--- config.mk ---
export PLATFORM = sky130hd
export DESIGN_NAME = vbi_anc_formatter
export DESIGN_NICKNAME = d
export VERILOG_FILES = /design/src/rtl/vbi_anc_pkg.sv /design/src/rtl/vbi_anc_ctrl.sv /design/src/rtl/vbi_anc_dpath.sv /design/src/rtl/vbi_anc_formatter.sv
export SDC_FILE = /design/constraint.sdc
export NUM_CORES = 1
export LEC_CHECK = 0
export ABC_AREA = 1
export BUFFER_PORTS_ARGS = -buffer_cell sky130_fd_sc_hd__buf_2
export CAP_MARGIN = 10
export CORE_MARGIN = 5
export CORE_UTILIZATION = 35
export CTS_CLUSTER_DIAMETER = 40
export DETAILED_ROUTE_END_ITERATION = 8
export PLACE_DENSITY = 0.59
export RECOVER_POWER = 100
export SLEW_MARGIN = 15
export SYNTH_ARGS = -nofsm -noshare
export SYNTH_HDL_FRONTEND = slang
export SYNTH_SLANG_ARGS = --single-unit
--- constraint.sdc ---
create_clock -name clk -period 6.9 [get_ports clk]
set_clock_uncertainty 0.2 [all_clocks]
set_input_delay 1.38 -clock clk [delete_from_list [all_inputs] [get_ports clk]]
set_output_delay 1.38 -clock clk [all_outputs]
set_load 0.01 [all_outputs]
--- src/rtl/vbi_anc_pkg.sv ---
package vbi_anc_pkg;

  localparam logic [7:0] PRE_ZERO  = 8'h00;
  localparam logic [7:0] PRE_ONES  = 8'hFF;
  localparam logic [7:0] FILL_BYTE = 8'h80;

  typedef enum logic [3:0] {
    PH_PRE0,
    PH_PRE1,
    PH_PRE2,
    PH_DID,
    PH_SDID,
    PH_DC,
    PH_PAY,
    PH_CS,
    PH_FILL
  } phase_e;

  typedef struct packed {
    logic   capWr;    // store inData into the line buffer
    logic   capFirst; // stored byte is the first of its line
    logic   capClose; // stored byte closes the line: latch flags
    phase_e phase;    // which packet field is on the output
  } anc_ctrl_t;

endpackage

--- src/rtl/vbi_anc_ctrl.sv ---
module vbi_anc_ctrl
  import vbi_anc_pkg::*;
#(
  parameter int MAX_BYTES = 32,
  parameter int PTR_W     = $clog2(MAX_BYTES),
  parameter int LEN_W     = $clog2(MAX_BYTES + 1)
) (
  input  logic             clk,
  input  logic             rstN,
  input  logic             inValid,
  input  logic             inLast,
  output logic             inReady,
  input  logic             outReady,
  output logic             outValid,
  output logic             outLast,
  output anc_ctrl_t        ctrl,
  output logic [PTR_W-1:0] wrIdx,
  output logic [PTR_W-1:0] rdIdx,
  output logic [LEN_W-1:0] lineLen
);

  logic             sending;
  phase_e           phase;
  logic [PTR_W-1:0] idx;
  logic [PTR_W-1:0] wrPtr;
  logic [1:0]       fillCnt;
  logic             accept;
  logic             closeNow;
  logic             step;
  logic             payEnd;
  logic             fillEnd;

  assign inReady  = !sending;
  assign accept   = inValid && inReady;
  assign closeNow = accept && (inLast || (wrPtr == PTR_W'(MAX_BYTES - 1)));
  assign step     = sending && outReady;
  assign fillCnt  = 2'(3'd4 - {1'b0, lineLen[1:0]});
  assign payEnd   = (idx == PTR_W'(lineLen - LEN_W'(1)));
  assign fillEnd  = (idx == PTR_W'(fillCnt - 2'd1));

  always_ff @(posedge clk or negedge rstN) begin
    if (!rstN) begin
      sending <= 1'b0;
      phase   <= PH_PRE0;
      idx     <= '0;
      wrPtr   <= '0;
      lineLen <= '0;
    end else begin
      if (closeNow) begin
        sending <= 1'b1;
        phase   <= PH_PRE0;
        idx     <= '0;
        wrPtr   <= '0;
        lineLen <= LEN_W'(wrPtr) + LEN_W'(1);
      end else if (accept) begin
        wrPtr <= wrPtr + PTR_W'(1);
      end
      if (step) begin
        unique case (phase)
          PH_PRE0: phase <= PH_PRE1;
          PH_PRE1: phase <= PH_PRE2;
          PH_PRE2: phase <= PH_DID;
          PH_DID:  phase <= PH_SDID;
          PH_SDID: phase <= PH_DC;
          PH_DC: begin
            phase <= PH_PAY;
            idx   <= '0;
          end
          PH_PAY: begin
            if (payEnd) phase <= PH_CS;
            else        idx   <= idx + PTR_W'(1);
          end
          PH_CS: begin
            idx <= '0;
            if (fillCnt == 2'd0) begin
              sending <= 1'b0;
              phase   <= PH_PRE0;
            end else begin
              phase <= PH_FILL;
            end
          end
          PH_FILL: begin
            if (fillEnd) begin
              sending <= 1'b0;
              phase   <= PH_PRE0;
              idx     <= '0;
            end else begin
              idx <= idx + PTR_W'(1);
            end
          end
          default: phase <= PH_PRE0;
        endcase
      end
    end
  end

  assign outValid = sending;
  assign outLast  = sending && (((phase == PH_CS) && (fillCnt == 2'd0)) ||
                                ((phase == PH_FILL) && fillEnd));

  assign ctrl.capWr    = accept;
  assign ctrl.capFirst = (wrPtr == '0);
  assign ctrl.capClose = closeNow;
  assign ctrl.phase    = phase;
  assign wrIdx         = wrPtr;
  assign rdIdx         = idx;

endmodule

--- src/rtl/vbi_anc_dpath.sv ---
module vbi_anc_dpath
  import vbi_anc_pkg::*;
#(
  parameter int         MAX_BYTES = 32,
  parameter logic [7:0] DATA_ID   = 8'h5A,
  parameter int         PTR_W     = $clog2(MAX_BYTES),
  parameter int         LEN_W     = $clog2(MAX_BYTES + 1)
) (
  input  logic             clk,
  input  logic             rstN,
  input  anc_ctrl_t        ctrl,
  input  logic [PTR_W-1:0] wrIdx,
  input  logic [PTR_W-1:0] rdIdx,
  input  logic [LEN_W-1:0] lineLen,
  input  logic [7:0]       inData,
  input  logic [1:0]       lineHi,
  input  logic             match1,
  input  logic             match2,
  input  logic             lineErr,
  output logic [7:0]       outData
);

  logic [7:0] lineBuf [MAX_BYTES];
  logic [7:0] paySum;
  logic [7:0] sdidReg;
  logic [7:0] wordCnt;
  logic [7:0] checkSum;

  always_ff @(posedge clk) begin
    if (ctrl.capWr) lineBuf[wrIdx] <= inData;
  end

  always_ff @(posedge clk or negedge rstN) begin
    if (!rstN) begin
      paySum  <= '0;
      sdidReg <= '0;
    end else begin
      if (ctrl.capWr) paySum <= ctrl.capFirst ? inData : paySum + inData;
      if (ctrl.capClose) sdidReg <= {3'b000, lineErr, match1, match2, lineHi};
    end
  end

  assign wordCnt  = 8'(({1'b0, lineLen} + (LEN_W + 1)'(3)) >> 2);
  assign checkSum = DATA_ID + sdidReg + wordCnt + paySum;

  always_comb begin
    unique case (ctrl.phase)
      PH_PRE0: outData = PRE_ZERO;
      PH_PRE1: outData = PRE_ONES;
      PH_PRE2: outData = PRE_ONES;
      PH_DID:  outData = DATA_ID;
      PH_SDID: outData = sdidReg;
      PH_DC:   outData = wordCnt;
      PH_PAY:  outData = lineBuf[rdIdx];
      PH_CS:   outData = checkSum;
      default: outData = FILL_BYTE;
    endcase
  end

endmodule

--- src/rtl/vbi_anc_formatter.sv ---
module vbi_anc_formatter
  import vbi_anc_pkg::*;
#(
  parameter int         MAX_BYTES = 32,
  parameter logic [7:0] DATA_ID   = 8'h5A
) (
  input  logic       clk,
  input  logic       rstN,
  input  logic [7:0] inData,
  input  logic       inValid,
  input  logic       inLast,
  output logic       inReady,
  input  logic [1:0] lineHi,
  input  logic       match1,
  input  logic       match2,
  input  logic       lineErr,
  output logic [7:0] outData,
  output logic       outValid,
  output logic       outLast,
  input  logic       outReady
);

  localparam int PTR_W = $clog2(MAX_BYTES);
  localparam int LEN_W = $clog2(MAX_BYTES + 1);

  anc_ctrl_t        ctrl;
  logic [PTR_W-1:0] wrIdx;
  logic [PTR_W-1:0] rdIdx;
  logic [LEN_W-1:0] lineLen;

  vbi_anc_ctrl #(
    .MAX_BYTES(MAX_BYTES), .PTR_W(PTR_W), .LEN_W(LEN_W)
  ) u_ctrl (
    .clk(clk), .rstN(rstN),
    .inValid(inValid), .inLast(inLast), .inReady(inReady),
    .outReady(outReady), .outValid(outValid), .outLast(outLast),
    .ctrl(ctrl), .wrIdx(wrIdx), .rdIdx(rdIdx), .lineLen(lineLen)
  );

  vbi_anc_dpath #(
    .MAX_BYTES(MAX_BYTES), .DATA_ID(DATA_ID), .PTR_W(PTR_W), .LEN_W(LEN_W)
  ) u_dpath (
    .clk(clk), .rstN(rstN),
    .ctrl(ctrl), .wrIdx(wrIdx), .rdIdx(rdIdx), .lineLen(lineLen),
    .inData(inData), .lineHi(lineHi), .match1(match1), .match2(match2),
    .lineErr(lineErr), .outData(outData)
  );

endmodule

==> impl_results.md, run 1 <==
* Most frequent cells in the layout: nand2_1 (328), edfxtp_1 (256), nor2_1 (166)
* Antenna violations before repair at 0
* CTS H-tree lvls at 2
* Yosys top cell by area: edfxtp_1
* Final Max Tran Viols at ~320
* Max Buffers Root-to-Sink at 3
* Starting Density at 0.354
* CTS root buffer: clkbuf_16
* Top area cells in the synthesized netlist: edfxtp_1 (58%), nand2_1 (9.1%), dfrtp_1 (6.4%), nor2_1 (4.7%), o21ai_0 (3.4%)
* Via density at approximately 5
* Worst endpoint required time at around 5.3 ns
* Metal2 WL at around 16000 µm
* Reg2Reg Depth at 10
* RSZ-0062 raised after global routing: false
* Buffers on Ports at 28
* Total iterations of the first detailed-routing run at 5
* Yosys cell types at 43
* Final setup viols at 0
* Ys flop type: edfxtp_1
* Max Used Layer: met4
* CORE AREA at between 30000 and 40000 µm²
* WS Path Type: reg -> out
* Top-area cell type share of the netlist area at 0.576
* Most frequent CP cell: inv_1
* Mapped Nets at ~1300
* Failing checks: capacitance limit, slew limit
* Global-route wire length before repair at around 52000 µm
* Outcome: complete, but fails checks
* CTS clk-pin slew, worst paths at 0.05 ns
* # fillers at approximately 3700
* Final HPWL DP at roughly 20000 µm
* Worst hold path type: reg -> reg
* Number of remaining DRC errors at 0
* Synth Register Bits at 290
* Crit path max-delay cell type: fa_1
* Ratio of cells with drive above 1 in the final layout at 0.0706
* Initial DRC count at slightly below 900
* Commonest non-fill, non-tap cell in the layout: nand2_1
* Sequential share of the synthesized area at 0.639
* Setup bufs post-CTS at 0
* IO Pins at 29
* Post-Syn Instances at 1297
* Maximum vdd drop at approximately 0.23 mV
* Critical-path cell list: inv_2 > ha_1 > inv_1 > nand3_1 > xor2_1 > fa_1 > inv_1 > ha_1 > ha_1 > inv_1 > fa_1 > inv_1 > a21oi_1 > o21bai_1 > o21ai_0 > a21oi_1 > nor2_1 > nand2_1 > clkbuf_1
* Post-synth EDFFs at roughly 260
* Asr flop ratio synth at 0.117
* DR WL met3 at approximately 1800 µm
* Post-Route M1 WL at between 10000 and 15000 µm
* Hold slack at 0.293 ns
* Worst Path Max Fanout at 6
* Worst Tran Pin Value at ~2 ns
* Overall Power at ~6 mW
* Worst-Skew Late Latency at 0.52 ns
* DIE WIDTH at around 200 µm
* RePlAce Congestion at around 0.87
* CTS Sinks at 290
* Total CTS buffers at 37
* Post-layout util at 0.402
* Routed WL per cell at about 18 µm
* Vias in the first global route at 9249
* Nets at 1370
* Hold path cells at 2
* Final instance area at 15100 µm²
* Final min period at between 5 and 6 ns
* Max stage delay on crit path at roughly 0.55 ns
* Setup crit start kind: register
* Post-DP Area at 13900 µm²
* Final Hold Fails at 0
* Final worst path period share at 0.814
* Drt total wl at about 33000 µm
* Grt ovf at 0
* Post-CTS sizing at 0
* Post-Syn Area per Cell at approximately 10 µm²
* TNS Setup at 0 ns
* Synthesis-to-layout area growth at 13.3%
* Critical Path End Type: output port
* Detail Route Antenna Nets at 0
* Largest net degree at the start of global routing at 96
* FMAX at about 180 MHz
* Slew HR at -0.333
* CTS Hold Bufs at 0
* Leakage at about 5.8 nW
* CTS tree: yes
* Via count at 9252
* Max Cap Viol at 9
* Die outline height at 205 µm
* ANT cells at 0
* Std-Cell Rows at 71
* Total GRT Usage at 0.156
* Power Density at slightly below 400 nW/µm²
* Mapped Area at 13400 µm²
* Worst Path Arrival at approximately 4.0 ns
* Die area at approximately 42000 µm²
* Yosys warnings at 0
-- synthesized netlist by cell type (2+ instances only) --
cell and count:
o21ai_0 92, nand4_1 2, nor2_2 2, nor2_1 166, a21boi_0 10, o21bai_1 3
clkbuf_1 16, inv_1 96, or2_1 2, inv_2 6, xor2_1 11, ha_1 25
nand2_1 325, o22ai_1 18, edfxtp_1 256, buf_6 3, nor3_1 12, a31oi_1 2
dfrtp_1 34, buf_2 30, fa_1 7, or2_2 2, buf_4 3, a21oi_1 40
nand3_1 83, o211ai_1 18, o21ai_1 7, a22oi_1 6, nand2_2 6
-- cell type report --
cell class | instances | area, µm² | area share
inverters | 104 | 393 | 0.0260
repair buffers | 37 | 174 | 0.0115
multi-input cells | 850 | 4140 | 0.274
clock inverters | 22 | 265 | 0.0175
clock buffers | 43 | 970 | 0.0641
flip-flops and latches | 290 | 8540 | 0.565
well taps | 511 | 639 | 0.0423
-- layer usage --
layer  up-vias  track usage
met3        71       0.0255
met2       270        0.260
li1       4467            -
met4         0       0.0538
met1      4444        0.207
met5         -            0
-- flip-flops by register name (all words and copies together) (netlist names) --
name / cells
u_ctrl.lineLen: 6
u_ctrl.outValid: 1
u_ctrl.phase: 4
u_ctrl.rdIdx: 5
u_ctrl.wrIdx: 5
u_dpath.lineBuf: 256
u_dpath.paySum: 8
u_dpath.sdidReg: 5
-- final timing paths --
path                                     endpoint         startpoint  slack (ns)
worst max-delay path                   outData[6]  u_ctrl.lineLen[0]        1.28
worst min-delay path            u_ctrl.lineLen[1]  u_ctrl.lineLen[1]        0.29
worst max register to register    u_ctrl.phase[1]    u_ctrl.outValid        3.63
worst min register to register  u_ctrl.lineLen[1]  u_ctrl.lineLen[1]        0.29
max in group asynchronous         u_ctrl.rdIdx[0]               rstN        3.88
min in group asynchronous         u_ctrl.phase[2]               rstN        1.21
-- through the flow --
step | instances | setup WS [ns]
final | 1857 | 1.28
after global placement | 1792 | 1.96
after global routing | 1857 | 0.956
after CTS | 1857 | 1.29
after floorplan | 1297 | 2.23
after detailed placement | 1792 | 1.84
-- report_power, final --
part / internal [mW] / total, mW / leakage [nW] / switching, mW
combinational: 0.639 / 1.98 / 2.45 / 1.34
clock: 1.15 / 1.92 / 0.597 / 0.774
sequential: 2.01 / 2.10 / 2.73 / 0.0890
-- critical path, delay by kind of cell, from the launching register on --
| kind | cells | cell delay [ns] |
|---|---|---|
| xor+xnor | 1 | 0.19 |
| compound gates | 4 | 0.47 |
| flops | 1 | 0.40 |
| simple gates | 3 | 0.24 |
| fa+ha+maj | 5 | 1.67 |
| buf+inv | 6 | 0.55 |
-- cell families (layout without fill, tap and decap cells) --
group                      count (synthesis)  in the layout  share of synthesized area
DFF                                      290            290                      0.639
and+or+nand+nor                          601            601                      0.181
xor gates and xnor gates                  12             12                    0.00787
AOI/OAI and AO/OA                        205            205                     0.0880
buffers and inverters                    157            206                     0.0497
adders and majority gates                 32             32                     0.0339
(Power assumes the default switching activity.)
==> run 2: changes to the inputs <==
PLACE_DENSITY = 0.6   (was 0.59)
clock period = 4.85 ns   (was 6.9 ns; I/O delays follow)
==> run 2 against run 1 <==
Against the previous run: the flow still finishes with violations (capacitance limit, slew limit); largest cell class unchanged; critical path depth is the same; sequential power grew 46%; total power rose by 46%; highest routed layer unchanged; via count grew 1.4%; die area is the same; critical path type unchanged; sequential share of layout area decreased by 0.65 points; setup slack worse by 1.3 ns; utilization rose by 0.47 points.
==> impl_results.md, run 2 (synthesis gave the netlist of run 1 again) <==
* ANT cells at 0 (unchanged)
* Synthesis-to-layout area growth at 14.6% (was 13.3%)
* Final worst path period share at 0.999
* Final setup viols at 0 (unchanged)
* Family with the most delay on the worst path: adder cells (unchanged)
* Biggest regs: u_dpath.lineBuf: 256 flops, u_dpath.paySum: 8 flops, u_ctrl.lineLen: 6 flops (unchanged)
* Total iterations of the first detailed-routing run at 5 (unchanged)
* Overall Power at 8.74 mW (was 6.00 mW)
* Drt total wl at 33600 µm (was 32700 µm)
* Setup crit start kind: register (unchanged)
* Power Density at 571 nW/µm² (was 397 nW/µm²)
* CTS clk-pin slew, worst paths at 0.06 ns (was 0.05 ns)
* Most frequent CP cell: inv_1 (unchanged)
* Hold path cells at 2 (unchanged)
* Std-Cell Rows at 71 (unchanged)
* CTS tree: yes (unchanged)
* Max Cap Viol at 7 (was 9)
* Critical Path End Type: output port (unchanged)
* TNS Setup at 0 ns (unchanged)
* Detail Route Antenna Nets at 0 (unchanged)
* Final Max Tran Viols at 242 (was 316)
* CTS Hold Bufs at 0 (unchanged)
* Total GRT Usage at 0.159 (was 0.156)
* Leakage at 5.83 nW (was 5.78 nW)
* RR Startpoint: u_ctrl.outValid (unchanged)
* R2r endpoint: u_dpath.lineBuf[0][6] (was u_ctrl.phase[1])
* Largest register FFs at 256 (unchanged)
* Slew HR at -0.300 (was -0.333)
* IO Pins at 29 (unchanged)
* CTS Sinks at 290 (unchanged)
* Final HPWL DP at 21200 µm (was 20300 µm)
* Antenna violations before repair at 0 (unchanged)
* Final worst slack at 0.00506 ns (was 1.28 ns)
* Initial DRC count at 864 (was 867)
* Largest net degree at the start of global routing at 105 (was 96)
* Worst path depth at 19 (unchanged)
* CORE AREA at 37700 µm² (unchanged)
* Via density at 5.02 (was 4.98)
* Via count at 9382 (was 9252)
* P_int at 5.54 mW (was 3.80 mW)
* Starting Density at 0.354 (unchanged)
* Hold EP: u_dpath.paySum[0] (was u_ctrl.lineLen[1])
* Crit path buffers/inverters at 7 (was 6)
* Flop pwr share at 0.350 (was 0.351)
* CTS root buffer: clkbuf_16 (unchanged)
* Reg2Reg Depth at 6 (was 10)
* Nets at 1383 (was 1370)
* WS Path Type: reg -> out (unchanged)
* Total CTS buffers at 35 (was 37)
* RePlAce Congestion at 0.849 (was 0.868)
* Most frequent cells in the layout: nand2_1 (328), edfxtp_1 (256), nor2_1 (166) (unchanged)
* Failing checks: capacitance limit, slew limit (unchanged)
* Clock share of power at 0.298 (was 0.320)
* Final Hold Fails at 0 (unchanged)
* Worst Path Max Fanout at 4 (was 6)
* Worst-Skew Late Latency at 0.51 ns (was 0.52 ns)
* Die area at 42200 µm² (unchanged)
* Maximum vdd drop at 0.361 mV (was 0.227 mV)
* Final min period at about 4.8 ns
* Max stage delay on crit path at 0.57 ns (was 0.55 ns)
* Logic pwr share at 0.352 (was 0.329)
* Critical-path cell list: inv_2 > buf_4 > a21oi_4 > nand3_1 > xor2_1 > inv_1 > ha_1 > inv_1 > fa_1 > inv_1 > fa_2 > inv_2 > a21oi_2 > o21bai_2 > o21ai_1 > a21oi_2 > nor2_1 > nand2_1 > buf_2 (was inv_2 > ha_1 > inv_1 > nand3_1 > xor2_1 > fa_1 > inv_1 > ha_1 > ha_1 > inv_1 > fa_1 > inv_1 > a21oi_1 > o21bai_1 > o21ai_0 > a21oi_1 > nor2_1 > nand2_1 > clkbuf_1)
* Number of remaining DRC errors at 0 (unchanged)
* Ratio of cells with drive above 1 in the final layout at 0.0891 (was 0.0706)
* Global-route wire length before repair at 52200 µm (was 51700 µm)
* RSZ-0062 raised after global routing: true (was false)
* Hold path start: u_dpath.paySum[0] (was u_ctrl.lineLen[1])
* DP Worst Slack at 0.196 ns (was 1.84 ns)
* Outcome: complete, but fails checks (unchanged)
* DIE WIDTH at 205 µm (unchanged)
* Grt ovf at 0 (unchanged)
* CTS H-tree lvls at 2 (unchanged)
* Worst endpoint required time at 3.68 ns (was 5.32 ns)
* Die outline height at 205 µm (unchanged)
* Worst Path Arrival at 3.67 ns (was 4.04 ns)
* Worst Tran Pin Value at 1.95 ns (was 2.00 ns)
* Commonest non-fill, non-tap cell in the layout: nand2_1 (unchanged)
* Crit path max-delay cell type: fa_1 (unchanged)
* Buffers on Ports at 28 (unchanged)
* Vias in the first global route at 9101 (was 9249)
* Switching power at 3.20 mW (was 2.20 mW)
* Net Sw Frac at 0.366 (was 0.367)
* FMAX at 206 MHz
* Biggest register: u_dpath.lineBuf (unchanged)
* Setup slack, reg-to-reg at 1.51 ns (was 3.63 ns)
* Routed WL per cell at 18.0 µm (was 17.6 µm)
* Max Buffers Root-to-Sink at 3 (unchanged)
* Worst hold path type: reg -> reg (unchanged)
[run 2: worst max path at each step]
stage	startpoint	end	slack, ns
after floorplan	u_ctrl.lineLen[0]	outData[6]	0.59
after global placement	u_ctrl.lineLen[0]	outData[6]	0.32
after detailed placement	u_ctrl.lineLen[0]	outData[6]	0.20
after CTS	u_ctrl.lineLen[1]	outData[6]	0.02
after global routing	u_ctrl.lineLen[1]	outData[6]	-0.17
final	u_ctrl.lineLen[1]	outData[6]	0.005
[run 2: timing repair]
action / CTS / global route
gates resized for setup: 11 / 16
endpoints found under the setup margin: 5 / 5
pin swaps: 3 / 10
buffers inserted: 5 / 7
[run 2: layer usage]
layer | global-route usage | wire length [µm] | vias up
li1 | - | - | 4502
met1 | 0.209 | 14400 | 4572
met2 | 0.269 | 16600 | 248
met3 | 0.0238 | 1530 | 60
met4 | 0.0562 | 1150 | 0
met5 | 0 | 0 | -
[run 2: worst register-to-register path, cell delays in order (launching register included)]
cell and delay, ns:
dfrtp_1 0.39, inv_1 0.16, nand2_1 0.30, inv_1 0.44, nand2_1 0.40, nor2_1 0.54, clkbuf_1 0.55
[run 2: layout make-up]
class	count	area, µm²
repair buffers	52	315
clock buffers	39	891
flip-flops and latches	290	8540
clock inverters	23	277
multi-input cells	850	4240
inverters	104	395
fillers	3662	22400
well taps	511	639
[run 2: power groups by stage]
stage | Clock [mW] | Sequential (mW) | Combinational [mW]
after CTS | 2.65 | 3.05 | 2.91
after detailed placement | 0 | 3.09 | 2.82
after floorplan | 0 | 3.00 | 2.11
after global placement | 0 | 3.09 | 2.78
after global routing | 2.77 | 3.08 | 3.46
final | 2.60 | 3.06 | 3.07
[run 2: metrics by stage]
| stage | instances | instance area [µm²] | util | hold WS [ns] |
|---|---|---|---|---|
| after floorplan | 1297 | 13400 | - | 0.253 |
| after global placement | 1795 | 14000 | 0.371 | 0.281 |
| after detailed placement | 1795 | 14000 | 0.371 | 0.286 |
| after CTS | 1862 | 15200 | 0.404 | 0.352 |
| after global routing | 1869 | 15300 | 0.406 | 0.382 |
| final | 1869 | 15300 | 0.406 | 0.342 |
